## src/rtl/rxq_pkg.sv

```systemverilog
package rxq_pkg;

    typedef enum logic [2:0] {
        ST_IDLE,
        ST_START,
        ST_DATA,
        ST_PARITY,
        ST_STOP,
        ST_HOLD_LOW
    } rx_state_e;

    typedef struct packed {
        logic       brk;
        logic       ferr;
        logic       perr;
        logic [7:0] data;
    } rx_entry_t;

    localparam int ENTRY_W = $bits(rx_entry_t);

    function automatic logic [3:0] wlen_bits(input logic [1:0] code);
        return 4'd5 + {2'b00, code};
    endfunction

endpackage

```

## src/rtl/rxq_deframer.sv

```systemverilog
module rxq_deframer
    import rxq_pkg::*;
#(
    parameter int OSR = 16
) (
    input  logic      clk,
    input  logic      rst_n,
    input  logic      tick,
    input  logic      rxd,
    input  logic [1:0] cfg_wlen,
    input  logic      cfg_par_en,
    input  logic      cfg_par_even,
    output logic      push,
    output rx_entry_t entry
);

    localparam int CW = $clog2(OSR);
    localparam logic [CW-1:0] MID_C  = CW'(OSR / 2 - 1);
    localparam logic [CW-1:0] LAST_C = CW'(OSR - 1);

    rx_state_e     state, nxt;
    logic [CW-1:0] cnt;
    logic [2:0]    bit_idx;
    logic [7:0]    sreg;
    logic          par_bit;
    logic          all_low;
    logic          sample_pt;
    logic          last_bit;

    assign sample_pt = tick && (cnt == LAST_C);
    assign last_bit  = ({1'b0, bit_idx} == (wlen_bits(cfg_wlen) - 4'd1));

    // state register
    always_ff @(posedge clk or negedge rst_n) begin
        if (!rst_n) state <= ST_IDLE;
        else        state <= nxt;
    end

    // next-state decode
    always_comb begin
        nxt = state;
        unique case (state)
            ST_IDLE:     if (tick && !rxd)          nxt = ST_START;
            ST_START:    if (tick && cnt == MID_C)  nxt = rxd ? ST_IDLE : ST_DATA;
            ST_DATA:     if (sample_pt && last_bit) nxt = cfg_par_en ? ST_PARITY : ST_STOP;
            ST_PARITY:   if (sample_pt)             nxt = ST_STOP;
            ST_STOP:     if (sample_pt)             nxt = rxd ? ST_IDLE : ST_HOLD_LOW;
            ST_HOLD_LOW: if (tick && rxd)           nxt = ST_IDLE;
            default:                                nxt = ST_IDLE;
        endcase
    end

    // datapath and outputs
    always_ff @(posedge clk or negedge rst_n) begin
        if (!rst_n) begin
            cnt     <= '0;
            bit_idx <= '0;
            sreg    <= '0;
            par_bit <= 1'b0;
            all_low <= 1'b1;
            push    <= 1'b0;
            entry   <= '0;
        end else begin
            push <= 1'b0;
            if (tick) begin
                case (state)
                    ST_IDLE: begin
                        cnt     <= '0;
                        bit_idx <= '0;
                        sreg    <= '0;
                        par_bit <= 1'b0;
                        all_low <= 1'b1;
                    end
                    ST_START: begin
                        cnt <= (cnt == MID_C) ? '0 : cnt + 1'b1;
                    end
                    ST_DATA: begin
                        cnt <= (cnt == LAST_C) ? '0 : cnt + 1'b1;
                        if (cnt == LAST_C) begin
                            sreg[bit_idx] <= rxd;
                            bit_idx       <= bit_idx + 1'b1;
                            if (rxd) all_low <= 1'b0;
                        end
                    end
                    ST_PARITY: begin
                        cnt <= (cnt == LAST_C) ? '0 : cnt + 1'b1;
                        if (cnt == LAST_C) begin
                            par_bit <= rxd;
                            if (rxd) all_low <= 1'b0;
                        end
                    end
                    ST_STOP: begin
                        cnt <= (cnt == LAST_C) ? '0 : cnt + 1'b1;
                        if (cnt == LAST_C) begin
                            push       <= 1'b1;
                            entry.data <= sreg;
                            entry.ferr <= !rxd;
                            entry.brk  <= all_low && !rxd;
                            entry.perr <= !(all_low && !rxd) && cfg_par_en &&
                                          (^sreg ^ par_bit ^ !cfg_par_even);
                        end
                    end
                    default: begin
                        cnt <= '0;
                    end
                endcase
            end
        end
    end

endmodule

```

## src/rtl/rxq_store.sv

```systemverilog
module rxq_store #(
    parameter int DEPTH = 64,
    parameter int W     = 11,
    parameter int LW    = $clog2(DEPTH + 1)
) (
    input  logic          clk,
    input  logic          rst_n,
    input  logic          push,
    input  logic [W-1:0]  wdata,
    input  logic          pop,
    input  logic          clear,
    output logic [W-1:0]  head,
    output logic [LW-1:0] level,
    output logic          empty,
    output logic          push_ok,
    output logic          push_drop
);

    localparam int AW = $clog2(DEPTH);
    localparam logic [AW-1:0] TOP_C  = AW'(DEPTH - 1);
    localparam logic [LW-1:0] FULL_C = LW'(DEPTH);

    logic [W-1:0]  mem [DEPTH];
    logic [AW-1:0] wptr, rptr;
    logic [W-1:0]  last_q;
    logic          full, pop_ok;

    assign empty     = (level == '0);
    assign full      = (level == FULL_C);
    assign push_ok   = push && !full && !clear;
    assign push_drop = push && full && !clear;
    assign pop_ok    = pop && !empty && !clear;
    assign head      = empty ? last_q : mem[rptr];

    always_ff @(posedge clk) begin
        if (push_ok) mem[wptr] <= wdata;
    end

    always_ff @(posedge clk or negedge rst_n) begin
        if (!rst_n) begin
            wptr   <= '0;
            rptr   <= '0;
            level  <= '0;
            last_q <= '0;
        end else if (clear) begin
            wptr  <= '0;
            rptr  <= '0;
            level <= '0;
        end else begin
            if (push_ok) wptr <= (wptr == TOP_C) ? '0 : wptr + 1'b1;
            if (pop_ok) begin
                rptr   <= (rptr == TOP_C) ? '0 : rptr + 1'b1;
                last_q <= mem[rptr];
            end
            case ({push_ok, pop_ok})
                2'b10:   level <= level + 1'b1;
                2'b01:   level <= level - 1'b1;
                default: level <= level;
            endcase
        end
    end

endmodule

```

## src/rtl/rxq_status.sv

```systemverilog
module rxq_status #(
    parameter int DEPTH = 64,
    parameter int LW    = $clog2(DEPTH + 1)
) (
    input  logic          clk,
    input  logic          rst_n,
    input  logic [LW-1:0] level,
    input  logic          empty,
    input  logic          head_err,
    input  logic          push_ok,
    input  logic          push_err,
    input  logic          push_drop,
    input  logic          lsr_read,
    input  logic          clear_ok,
    input  logic [1:0]    trig_sel,
    input  logic          lsi_early,
    output logic          overrun,
    output logic          rx_data_irq,
    output logic          line_irq
);

    localparam int NTRIG = 4;
    logic [LW-1:0] trig_tab [NTRIG];
    logic          err_seen;

    genvar g;
    generate
        for (g = 0; g < NTRIG; g++) begin : g_trig
            if (g == 0)      begin : g_t0 assign trig_tab[g] = LW'(1);         end
            else if (g == 1) begin : g_t1 assign trig_tab[g] = LW'(DEPTH / 4); end
            else if (g == 2) begin : g_t2 assign trig_tab[g] = LW'(DEPTH / 2); end
            else             begin : g_t3 assign trig_tab[g] = LW'(DEPTH - 8); end
        end
    endgenerate

    assign rx_data_irq = (level >= trig_tab[trig_sel]);
    assign line_irq    = overrun | (lsi_early ? err_seen : (!empty && head_err));

    always_ff @(posedge clk or negedge rst_n) begin
        if (!rst_n) begin
            overrun  <= 1'b0;
            err_seen <= 1'b0;
        end else begin
            if (push_drop)     overrun <= 1'b1;
            else if (lsr_read) overrun <= 1'b0;

            if (push_ok && push_err)     err_seen <= 1'b1;
            else if (lsr_read || clear_ok) err_seen <= 1'b0;
        end
    end

endmodule

```

## src/rtl/rx_tagged_fifo.sv

```systemverilog
module rx_tagged_fifo
    import rxq_pkg::*;
#(
    parameter int OSR   = 16,
    parameter int DEPTH = 64,
    parameter int LW    = $clog2(DEPTH + 1)
) (
    input  logic          clk,
    input  logic          rst_n,
    input  logic          tick16,
    input  logic          rxd,
    input  logic [1:0]    cfg_wlen,
    input  logic          cfg_par_en,
    input  logic          cfg_par_even,
    input  logic          cfg_fifo_en,
    input  logic [1:0]    cfg_trig_sel,
    input  logic          cfg_lsi_early,
    input  logic          fifo_clear,
    input  logic          pop,
    input  logic          lsr_read,
    output logic [7:0]    rd_data,
    output logic          rd_perr,
    output logic          rd_ferr,
    output logic          rd_brk,
    output logic [LW-1:0] level,
    output logic          data_ready,
    output logic          overrun,
    output logic          rx_data_irq,
    output logic          line_irq
);

    rx_entry_t new_entry, head_entry;
    logic      new_push, push_ok, push_drop, empty, clear_ok;
    logic [ENTRY_W-1:0] head_bits;

    assign clear_ok   = fifo_clear && cfg_fifo_en;
    assign head_entry = rx_entry_t'(head_bits);
    assign rd_data    = head_entry.data;
    assign rd_perr    = head_entry.perr;
    assign rd_ferr    = head_entry.ferr;
    assign rd_brk     = head_entry.brk;
    assign data_ready = !empty;

    rxq_deframer #(.OSR(OSR)) u_deframer (
        .clk          (clk),
        .rst_n        (rst_n),
        .tick         (tick16),
        .rxd          (rxd),
        .cfg_wlen     (cfg_wlen),
        .cfg_par_en   (cfg_par_en),
        .cfg_par_even (cfg_par_even),
        .push         (new_push),
        .entry        (new_entry)
    );

    rxq_store #(.DEPTH(DEPTH), .W(ENTRY_W), .LW(LW)) u_store (
        .clk       (clk),
        .rst_n     (rst_n),
        .push      (new_push),
        .wdata     (new_entry),
        .pop       (pop),
        .clear     (clear_ok),
        .head      (head_bits),
        .level     (level),
        .empty     (empty),
        .push_ok   (push_ok),
        .push_drop (push_drop)
    );

    rxq_status #(.DEPTH(DEPTH), .LW(LW)) u_status (
        .clk         (clk),
        .rst_n       (rst_n),
        .level       (level),
        .empty       (empty),
        .head_err    (head_entry.perr | head_entry.ferr | head_entry.brk),
        .push_ok     (push_ok),
        .push_err    (new_entry.perr | new_entry.ferr | new_entry.brk),
        .push_drop   (push_drop),
        .lsr_read    (lsr_read),
        .clear_ok    (clear_ok),
        .trig_sel    (cfg_trig_sel),
        .lsi_early   (cfg_lsi_early),
        .overrun     (overrun),
        .rx_data_irq (rx_data_irq),
        .line_irq    (line_irq)
    );

endmodule

```

## config.mk

```make
export PLATFORM = sky130hd
export DESIGN_NAME = rx_tagged_fifo
export DESIGN_NICKNAME = d
export VERILOG_FILES = /design/src/rtl/rxq_pkg.sv /design/src/rtl/rxq_deframer.sv /design/src/rtl/rxq_store.sv /design/src/rtl/rxq_status.sv /design/src/rtl/rx_tagged_fifo.sv
export SDC_FILE = /design/constraint.sdc
export NUM_CORES = 1
export LEC_CHECK = 0
export CAP_MARGIN = 20
export CORE_AREA = 2 2 226 228
export CTS_CLUSTER_DIAMETER = 150
export CTS_CLUSTER_SIZE = 24
export DETAILED_ROUTE_END_ITERATION = 8
export DIE_AREA = 0 0 228 230
export PLACE_DENSITY = 0.9
export SETUP_SLACK_MARGIN = 0.05
export SYNTH_ARGS = -nofsm -noshare
export SYNTH_HDL_FRONTEND = slang
export SYNTH_HIERARCHICAL = 1
export SYNTH_SLANG_ARGS = --single-unit
```

## constraint.sdc

```tcl
create_clock -name clk -period 5.7 [get_ports clk]
set_clock_uncertainty 0.2 [all_clocks]
set_input_delay 1.71 -clock clk [delete_from_list [all_inputs] [get_ports clk]]
set_output_delay 1.71 -clock clk [all_outputs]
set_load 0.02 [all_outputs]
```

==> results.md <==
* CTS H-Tree Depth at 2
* Top-area cell type share of the netlist area at 0.6867
* Number of buffer and inverter stages on the critical path at 2
* Antenna violations before repair at 4
* Largest stage delay on the critical path at 0.60 ns
* Syn avg cell area at 19.18 µm²
* CTS Sinks at roughly 770
* Most common library cell in the layout ignoring fill and taps: sky130_fd_sc_hd__edfxtp_1
* Latest clock arrival within the worst-skew pair at ~0.6 ns
* Average vias per placed instance at 6.945
* Cell area reported after detailed placement at ~0.033 mm²
* Total DRC errors in the routed layout at 0
* Least-Margin Pin Slew at 1.071 ns
* Most common cell type on the critical path: sky130_fd_sc_hd__mux4_2
* RSZ-0062 raised after global routing: yes
* Crit path depth at 10
* Fin crit share at 1.016
* Main area contributors after synthesis: sky130_fd_sc_hd__edfxtp_1 69%, sky130_fd_sc_hd__mux4_2 12%, sky130_fd_sc_hd__dfrtp_1 5.1%
* Final Non-Filler Cells at between 2000 and 2500
* Overall routed net length at approximately 76 mm
* Violations in the final reports: setup timing
* Final-report max-slew violation count at 0
* Sequential-to-total area share from yosys stat at 0.7388
* Biggest fanout along the worst timing path at 7
* Standard-cell row count at around 80
* CTS buffer count at 37
* Most used DFF post-synth: sky130_fd_sc_hd__edfxtp_1
* Via count of the first global-routing pass at about 17000
* Height of the die at between 200 and 250 µm
* Warnings from Yosys at 6
* Syn-to-layout area delta at 11.26%
* Classification of the worst-slack hold path: flip-flop to flip-flop
* Detail Placement HPWL at approximately 43 mm
* Final min period at roughly 5.8 ns
* Unique cell type count in the Yosys netlist at 78
* Total count of hold-check failures in the final report at 0
* Depth of the worst hold-timing path at 2
* Top-level I/O count at 37
* Cells on worst reg2reg path at 10
* Top cell type by total area after synthesis: sky130_fd_sc_hd__edfxtp_1
* CP top delay family: multiplexers
* FFs w/ async S/R, synth at 0.08333
* Headroom to the max-slew limit at 0.2857
* #FFs+latches synth at 768
* Via count at 16855
* F_max at 172.6 MHz
* Max IR drop VDD at between 200 and 300 µV
* RePlAce Congestion at 0.8832
* Cell at the root of the clock tree: sky130_fd_sc_hd__clkbuf_16
* Data arrival, critical path at slightly below 4 ns
* Total global-route track usage at 0.2896
* Initial DRT Pass Iterations at 8
* Clk buf depth at 3
* Remaining antenna violation count at 0
* Wire length of the first global-routing pass at about 110 mm
* Highest-count cells in the layout ignoring fill and taps: 704 x sky130_fd_sc_hd__edfxtp_1, 168 x sky130_fd_sc_hd__mux4_2, 114 x sky130_fd_sc_hd__nor2_1
* P_leak at between 10 and 15 nW
* Number of standard cells after synthesis at roughly 1600
* DR WL/cell at between 30 and 40 µm
* Post-placement cell count at 2342
* Critical-path cell with the highest stage delay: sky130_fd_sc_hd__dfrtp_4
* Hold buffer count at CTS at 0
* DRC violation total after the first TritonRoute iteration at roughly 2700
* Cell area after technology mapping at between 0.03 and 0.04 mm²
* Max Cap Viol at 0
* Critical Path RT at approximately 3.8 ns
* Kind of end point of the critical path: output port
* Area of all placed cells without fillers at roughly 0.034 mm²
* Worst slack after detailed placement at -0.1473 ns
* Post-Syn Nets at 1630
* Net total in the final layout at between 1500 and 2000
* Floorplan core area at approximately 0.05 mm²
* Overflow left after global routing at 0
* Starting Density at 0.6174
* Count of flip-flops with a built-in enable after synthesis at just over 700
* Critical path startpoint category: flip-flop
* Crit path setup slack, layout at -0.09251 ns
* Die X-Extent at 228 µm
* Setup slack on the worst flop-to-flop path at between 2 and 2.5 ns
* Largest net degree at the start of global routing at 67
* Count of endpoints failing setup in the final report at 1
* CTS tree: built
* Setup Crit Path Kind: flip-flop to output port
* Pwr per Cell Area at 379.8 mW/mm²
* Share of layout cells above drive strength 1 at 0.2583
* Number of buffers inserted by port buffering at 36
* Cell breakdown of the critical path: buf_12 -> mux4_2 -> mux4_2 -> mux2i_4 -> a32oi_2 -> mux2_4 -> or3_4 -> nand2b_4 -> o21ai_1 -> buf_2
* Floorplan die area at 0.05244 mm²
* Run status: finished with violations
* Clock transition at the register clock pins on the worst setup and hold paths after CTS at about 0.090 ns
[report_power, final]
part / internal, mW / total (mW) / switching, mW
Sequential: 6.18 / 6.40 / 0.223
Combinational: 1.78 / 3.68 / 1.90
Clock: 1.29 / 2.92 / 1.64
Total: 9.25 / 13.0 / 3.76
[synthesized netlist by cell type, drive strengths merged, types with 11 or more instances]
library cell and number:
a22oi 15, nor2 116, a31oi 11, dfrtp 63, mux4 168, clkbuf 40, inv 16, buf 49
xnor2 14, mux2 42, nand3 18, nor2b 12, nand2 56, o21ai 17, nor4 12, o22ai 38
a21oi 32, edfxtp 704, mux2i 51
[what timing repair did]
item | in CTS | in global routing
resized for setup | 42 | 22
pin swaps | 0 | 1
cloned | 4 | 2
endpoints found under the hold margin | 0 | 0
setup buffers | 5 | 2
endpoints found under the setup margin | 13 | 10
[cells by family (layout without fill, tap and decap cells)]
| logic type | after synthesis | after routing | synth area share |
|---|---|---|---|
| adder cells (fa/ha/maj) | 10 | 10 | 0.004064 |
| other | 0 | 1 | 0 |
| AND/OR/NAND/NOR | 278 | 278 | 0.04361 |
| AO/OA/AOI/OAI | 160 | 160 | 0.03638 |
| buffers and inverters | 106 | 255 | 0.01569 |
| flip-flops | 768 | 768 | 0.7388 |
| XOR/XNOR | 22 | 22 | 0.006259 |
| multiplexers | 261 | 261 | 0.1552 |
[layout make-up]
type | count | area [µm²]
sequential | 768 | 22770
fill | 2807 | 15610
multi-input combinational | 731 | 7674
timing repair buffer | 177 | 1841
clock buffer | 60 | 1055
tap | 672 | 840.8
inverter | 17 | 63.81
clock inverter | 1 | 8.758
antenna | 1 | 2.502
[worst min-delay path: stages (launching register included)]
cell and delay (ns):
sky130_fd_sc_hd__dfstp_2 0.39, sky130_fd_sc_hd__nand2_1 0.06, sky130_fd_sc_hd__nand2_1 0.06
[sequential cells by signal, indices dropped and copies added, names as in the netlist]
register            cells
u_store/mem           704
u_deframer/entry       11
u_store/last_q         11
u_deframer/sreg         8
u_store/level           7
u_store/rptr            6
u_store/wptr            6
u_deframer/cnt          4
u_deframer/bit_idx      3
u_deframer/state        3
u_deframer/all_low      1
u_deframer/par_bit      1
u_deframer/push         1
u_status/err_seen       1
u_status/overrun        1
[metrics by stage]
| stage | setup TNS, ns | power (mW) | util | hold slack, ns |
|---|---|---|---|---|
| after detailed placement | -0.1473 | 9.732 | 0.6529 | 0.2700 |
| after global routing | -0.2425 | 13.39 | 0.6868 | 0.3142 |
| after CTS | -0.02764 | 12.83 | 0.6801 | 0.2851 |
| final | -0.09251 | 13.01 | 0.6869 | 0.3048 |
| after floorplan | 0 | 8.683 | - | 0.2394 |
| after global placement | -0.03221 | 9.592 | 0.6529 | 0.2498 |
[worst paths after layout]
check                              startpoint                  end
hold / removal             u_deframer/all_low   u_deframer/all_low
setup / recovery              u_store/rptr[0]             line_irq
min in group asynchronous               rst_n     u_store/level[3]
setup reg to reg             u_store/level[4]     u_store/level[6]
max in group asynchronous               rst_n  u_deframer/entry[2]
hold reg to reg            u_deframer/all_low   u_deframer/all_low
[routing by layer]
metal / vias up / track usage / routed length, µm
li1: 6736 / - / -
met1: 8552 / 0.3685 / 25050
met2: 1280 / 0.4971 / 38860
met3: 283 / 0.04650 / 7731
met4: 4 / 0.1315 / 4112
met5: - / 0 / 22
Power figures use the tool's default switching activity.
